==> src/rtl/mhf_pkg.sv <==
package mhf_pkg;

  // Strobes from the control to the datapath, valid in the cycle of a byte.
  typedef struct packed {
    logic firstByte;
    logic nextByte;
    logic lastByte;
  } mhfStrobes_t;

  // Fold one byte into a reflected CRC, least significant bit first.
  function automatic logic [31:0] crcFeedByte(input logic [31:0] crcIn,
                                              input logic [7:0]  dataIn,
                                              input logic [31:0] poly);
    logic [31:0] c;
    c = crcIn;
    for (int b = 0; b < 8; b++) begin
      if (c[0] ^ dataIn[b]) c = (c >> 1) ^ poly;
      else                  c = c >> 1;
    end
    return c;
  endfunction

endpackage

==> src/rtl/mhf_ctrl.sv <==
module mhf_ctrl
  import mhf_pkg::*;
#(
  parameter int ADDR_BYTES = 6
) (
  input  logic        clk,
  input  logic        rstN,
  input  logic        byteValid,
  input  logic        byteStart,
  output mhfStrobes_t strobes
);
  localparam int CNT_W = $clog2(ADDR_BYTES + 1);

  logic             active;
  logic [CNT_W-1:0] byteCnt;

  always_comb begin
    strobes.firstByte = byteValid && byteStart;
    strobes.nextByte  = byteValid && !byteStart && active;
    strobes.lastByte  = strobes.nextByte && (byteCnt == CNT_W'(ADDR_BYTES - 1));
  end

  always_ff @(posedge clk) begin
    if (!rstN) begin
      active  <= 1'b0;
      byteCnt <= '0;
    end else if (strobes.firstByte) begin
      active  <= 1'b1;
      byteCnt <= CNT_W'(1);
    end else if (strobes.lastByte) begin
      active  <= 1'b0;
      byteCnt <= '0;
    end else if (strobes.nextByte) begin
      byteCnt <= byteCnt + CNT_W'(1);
    end
  end

  // after the last byte collection stops until the next start
  assert_stop_after_last_R9: assert property (@(posedge clk) disable iff (!rstN)
    strobes.lastByte |=> !active);

  // idle state always carries a zero count
  assert_idle_count_R9: assert property (@(posedge clk) disable iff (!rstN)
    !active |-> byteCnt == '0);

endmodule

==> src/rtl/mhf_datapath.sv <==
module mhf_datapath
  import mhf_pkg::*;
#(
  parameter int          ADDR_BYTES = 6,
  parameter int          HASH_BITS  = 6,
  parameter logic [31:0] CRC_POLY   = 32'hEDB88320
) (
  input  logic                                clk,
  input  logic                                rstN,
  input  mhfStrobes_t                         strobes,
  input  logic [7:0]                          byteData,
  input  logic                                tableHiWr,
  input  logic                                tableLoWr,
  input  logic [((1 << HASH_BITS) / 2)-1:0]   tableWrData,
  input  logic                                promiscEn,
  input  logic [8*ADDR_BYTES-1:0]             stationAddr,
  output logic                                decisionValid,
  output logic                                accept
);
  localparam int TABLE_BITS = 1 << HASH_BITS;
  localparam int HALF_BITS  = TABLE_BITS / 2;
  localparam int ADDR_W     = 8 * ADDR_BYTES;

  logic [31:0]           crcReg;
  logic [31:0]           crcNext;
  logic [ADDR_W-1:0]     addrReg;
  logic [ADDR_W-1:0]     fullAddr;
  logic                  groupFlag;
  logic                  groupNow;
  logic [HASH_BITS-1:0]  hashIdx;
  logic [TABLE_BITS-1:0] tableBits;
  logic                  hashHit;
  logic                  decision;
  logic [HALF_BITS-1:0]  tableHalf [2];

  // Hash table: index 1 is the upper half, index 0 the lower half.
  for (genvar h = 0; h < 2; h++) begin : g_half
    logic wrEn;
    assign wrEn = (h == 1) ? tableHiWr : tableLoWr;
    always_ff @(posedge clk) begin
      if (!rstN)     tableHalf[h] <= '0;
      else if (wrEn) tableHalf[h] <= tableWrData;
    end
  end

  assign tableBits = {tableHalf[1], tableHalf[0]};

  // CRC update for the byte in flight; a first byte starts from all ones.
  assign crcNext  = crcFeedByte(strobes.firstByte ? 32'hFFFF_FFFF : crcReg, byteData, CRC_POLY);
  assign hashIdx  = crcNext[31 -: HASH_BITS];
  assign hashHit  = tableBits[hashIdx];
  assign fullAddr = {addrReg[ADDR_W-9:0], byteData};
  assign groupNow = groupFlag;

  always_comb begin
    if (promiscEn)     decision = 1'b1;
    else if (groupNow) decision = hashHit;
    else               decision = (fullAddr == stationAddr);
  end

  always_ff @(posedge clk) begin
    if (!rstN) begin
      crcReg    <= '1;
      addrReg   <= '0;
      groupFlag <= 1'b0;
    end else if (strobes.firstByte) begin
      crcReg    <= crcNext;
      addrReg   <= ADDR_W'(byteData);
      groupFlag <= byteData[0];
    end else if (strobes.nextByte) begin
      crcReg    <= crcNext;
      addrReg   <= fullAddr;
    end
  end

  always_ff @(posedge clk) begin
    if (!rstN) begin
      decisionValid <= 1'b0;
      accept        <= 1'b0;
    end else begin
      decisionValid <= strobes.lastByte;
      accept        <= strobes.lastByte && decision;
    end
  end

  // promiscuous mode in the last byte cycle forces acceptance
  assert_promisc_accept_R6: assert property (@(posedge clk) disable iff (!rstN)
    decisionValid && $past(promiscEn) |-> accept);

  // the decision strobe lasts one cycle
  assert_single_pulse_R8: assert property (@(posedge clk) disable iff (!rstN)
    decisionValid |=> !decisionValid);

  // accept is never seen without the strobe
  assert_accept_qualified_R8: assert property (@(posedge clk) disable iff (!rstN)
    accept |-> decisionValid);

  // an empty table rejects every group address
  assert_empty_table_R5: assert property (@(posedge clk) disable iff (!rstN)
    decisionValid && groupFlag && !$past(promiscEn) && $past(tableBits) == '0 |-> !accept);

  // a write to the upper half lands at the next edge
  assert_table_write_R10: assert property (@(posedge clk) disable iff (!rstN)
    $past(rstN) && $past(tableHiWr) |-> tableHalf[1] == $past(tableWrData));

endmodule

==> src/rtl/mcast_hash_filter.sv <==
module mcast_hash_filter
  import mhf_pkg::*;
#(
  parameter int          ADDR_BYTES = 6,
  parameter int          HASH_BITS  = 6,
  parameter logic [31:0] CRC_POLY   = 32'hEDB88320
) (
  input  logic                              clk,
  input  logic                              rstN,
  input  logic                              byteValid,
  input  logic                              byteStart,
  input  logic [7:0]                        byteData,
  input  logic                              tableHiWr,
  input  logic                              tableLoWr,
  input  logic [((1 << HASH_BITS) / 2)-1:0] tableWrData,
  input  logic                              promiscEn,
  input  logic [8*ADDR_BYTES-1:0]           stationAddr,
  output logic                              decisionValid,
  output logic                              accept
);
  mhfStrobes_t strobes;

  mhf_ctrl #(.ADDR_BYTES(ADDR_BYTES)) u_ctrl (
    .clk       (clk),
    .rstN      (rstN),
    .byteValid (byteValid),
    .byteStart (byteStart),
    .strobes   (strobes)
  );

  mhf_datapath #(
    .ADDR_BYTES (ADDR_BYTES),
    .HASH_BITS  (HASH_BITS),
    .CRC_POLY   (CRC_POLY)
  ) u_datapath (
    .clk           (clk),
    .rstN          (rstN),
    .strobes       (strobes),
    .byteData      (byteData),
    .tableHiWr     (tableHiWr),
    .tableLoWr     (tableLoWr),
    .tableWrData   (tableWrData),
    .promiscEn     (promiscEn),
    .stationAddr   (stationAddr),
    .decisionValid (decisionValid),
    .accept        (accept)
  );

endmodule

==> config.mk <==
export PLATFORM = sky130hd
export DESIGN_NAME = mcast_hash_filter
export DESIGN_NICKNAME = d
export VERILOG_FILES = /design/src/rtl/mhf_pkg.sv /design/src/rtl/mhf_ctrl.sv /design/src/rtl/mhf_datapath.sv /design/src/rtl/mcast_hash_filter.sv
export SDC_FILE = /design/constraint.sdc
export NUM_CORES = 1
export LEC_CHECK = 0
export ABC_AREA = 1
export BUFFER_PORTS_ARGS = -buffer_cell sky130_fd_sc_hd__buf_2
export CORE_ASPECT_RATIO = 0.5
export CORE_MARGIN = 5
export CORE_UTILIZATION = 35
export CTS_CLUSTER_DIAMETER = 50
export CTS_CLUSTER_SIZE = 10
export DETAILED_ROUTE_END_ITERATION = 10
export GPL_ROUTABILITY_DRIVEN = 0
export SYNTH_ARGS = -nofsm -noshare
export SYNTH_HDL_FRONTEND = slang
export SYNTH_HIERARCHICAL = 1
export SYNTH_SLANG_ARGS = --single-unit
==> constraint.sdc <==
create_clock -name clk -period 3.5 [get_ports clk]
set_input_delay 0.7 -clock clk [delete_from_list [all_inputs] [get_ports clk]]
set_output_delay 0.7 -clock clk [all_outputs]
set_load 0.02 [all_outputs]
==> metrics.cfg <==
[timing]
timing_hold_violations_final=0
finalSetupTns_ns=0
fin_crit_ns=3.079
skew_ns=0.007118
final.period_utilization=0.8797
whs_ns=0.4683
tightest_slew_ns=0.8677
setup_viol=0
slew_headroom=0.4209
rsz0062_at_grt=no
drv_slew=0
fmax_mhz=324.8

[synthesis]
post-synth-top-area-cell=edfxtp_1
synth_area_sq_um=7729
synth_edf_count=64
synth.most_common_cell=nand2_1
yosysWarnings=6
synth_xor_area_frac=0.1124
ys.flop_type=dfxtp_1
syn-num-nets=1084
synth.top_cell.area_share=0.2487
synth_fa_ha_area_frac=0.003238
async_flop_share=0
yosys-top-cells-count=nand2_1 (220), inv_1 (139), nor2_1 (119)
synth.area.mux_share=0
synthTopCellsByArea=edfxtp_1 (25%), dfxtp_1 (20%), nand2_1 (11%)
synth_compound_area_frac=0.07916
synth_seq_cells=143
synth_top_family_by_area=simple AND/OR/NAND/NOR gates
synthSimpleGateAreaFrac=0.2543
syn_avg_cell_area_sq_um=7.830
seq_area_frac_synth=0.4533
synthCells=987
synth_cell_type_count=38

[routing]
drc=0
vias=6507
finalWirelength_microns=19660
first_pass_iters=5
wl_per_cell_microns=14.12
via_per_inst=4.675
drtIter0Drc=436
ant_nets=0

[grt]
antenna_found_initial=0
grt_overflow=0
grt_use_total=0.1601
grt_max_degree=43
grt_pass1_wl_microns=32160
grt_pass1_vias=6470

[cts]
clk-insertion-delay-late_ns=0.43
hold_buffers=0
cts_tree=yes
cts_resized=0
clkSinkCount=143
postCtsSetupBuffers=0
clockBufferDepth=2
ctsRootBufferMaster=clkbuf_16
clk_pin_slew_ns=0.06
htreeDepth=4
cts_buffers=17

[hold_path]
hp-class=flip-flop to flip-flop

[status]
status=complete, no violations

[critical_path]
worst_ep_arrival_time_ns=3.39
start_kind=input pin
crit_type=input pin to flip-flop
worstPathMaxFanout=32
crit_required_ns=3.81
worstSetupEndpointType=flip-flop

[floorplanning]
coreArea_sq_um=21680
die-width_microns=220.2
initial_core_util=0.3565
die_y_microns=115.1
die-area_sq_um=25330
fp-row-count=38
io_pins=97

[layout]
nets=1176
n_antenna_cell=0
final_cells=1392
layout-drive-gt1-share=0.1694
nFillCells=2240
fin_area_sq_um=9131
area_delta_synth_final_pct=18.15

[placed_design]
hpwl_microns=14070
place_inst=1360
postPlaceCellArea_sq_um=8526
port_buffers=96

[power]
vdd_drop_max_mv=0.3184
powerDensity_nw_per_um2=542.4
p_leak_nw=4.237

[flow_run]
drv_cap=0

==> power breakdown <==
part           total [mW]  switching, mW  internal [mW]
sequential           1.92         0.0526           1.87
clock                1.85          0.697           1.15
combinational        1.19          0.749          0.437
==> placed cells by master (no fill, tap or decap), types with 2 or more instances in the layout <==
master	n
a211oi_1	14
a21oi_1	52
buf_2	96
buf_4	16
bufinv_16	2
clkbuf_1	3
clkbuf_16	19
clkinv_2	3
clkinvlp_4	2
dfxtp_1	79
edfxtp_1	64
ha_1	2
inv_1	139
inv_2	4
inv_4	3
nand2_1	220
nand2_2	9
nand2_4	5
nand3_1	69
nand3b_1	2
nand4_1	5
nor2_1	118
nor2_2	3
nor3_1	4
nor4_1	8
o211ai_1	9
o21ai_0	27
o21bai_1	2
or2_2	12
xnor2_1	24
xor2_1	62
xor2_2	2
xor2_4	3
==> state kept, by name, summed over array words and instances, names as in the netlist <==
signal / cells
u_datapath/tableHalf: 64
u_datapath/addrReg: 40
u_datapath/crcReg: 32
u_ctrl/byteCnt: 3
u_ctrl/active: 1
u_datapath/accept: 1
u_datapath/decisionValid: 1
u_datapath/groupFlag: 1
==> through the flow <==
stage,setup slack (ns),power (mW),utilization
global route,0.06162,5.226,0.4212
floorplan,0.7215,2.826,-
finish,0.4210,4.953,0.4212
detailed placement,0.009821,3.140,0.3932
global placement,0.1065,3.122,0.3932
CTS,0.4525,5.008,0.4212
==> final timing paths <==
check / start / end / slack [ns] / cells after the start
min reg2reg: u_datapath/crcReg[29] / u_datapath/crcReg[29] / 0.47 / 2
max reg2reg: u_datapath/crcReg[1] / u_datapath/accept / 0.86 / 18
max: byteValid / u_datapath/accept / 0.42 / 23
min: u_datapath/crcReg[29] / u_datapath/crcReg[29] / 0.47 / 2
==> logic make-up (layout without fill, tap and decap cells) <==
| family | count (synthesis) | count (layout) |
|---|---|---|
| AO/OA/AOI/OAI | 108 | 108 |
| adder cells (fa/ha/maj) | 2 | 2 |
| buffers and inverters | 186 | 291 |
| AND/OR/NAND/NOR | 457 | 457 |
| XOR/XNOR | 91 | 91 |
| flip-flops | 143 | 143 |
==> critical path: stages <==
cell and delay [ns]:
buf_2 0.13, nand2_1 0.09, inv_1 0.24, buf_4 0.19, nor2_1 0.05, nand2_1 0.05, nand2_1 0.11, inv_1 0.10
nand2_1 0.05, nand2_1 0.22, nand2_1 0.13, nand2_2 0.16, nand2_2 0.11, nand2_4 0.28, nand2_1 0.10, nand3_1 0.08
nand3_1 0.10, nand3_1 0.10, nand2_1 0.07, nand2_1 0.06, nand2_1 0.05, o21ai_1 0.11, a21oi_1 0.07
==> cell type report <==
cell class                      instances  area [sq um]  area share
Clock buffer                           23         500.5     0.05481
Tap cell                              300         375.4     0.04111
Multi-Input combinational cell        658          3473      0.3804
Inverter                              146         553.0     0.06056
Sequential cell                       143          3503      0.3837
Clock inverter                          9         105.1     0.01151
Timing Repair Buffer                  113         620.6     0.06796
==> routing by layer <==
metal / up-vias / track usage / wire length, microns / part of all wire
met5: - / 0 / 0 / 0
met4: 0 / 0.05858 / 357 / 0.018
met3: 22 / 0.03631 / 915 / 0.047
met2: 130 / 0.2631 / 9037 / 0.46
met1: 3060 / 0.2091 / 9345 / 0.48
li1: 3295 / - / - / -
No activity file was read; power rests on OpenSTA's default activity.
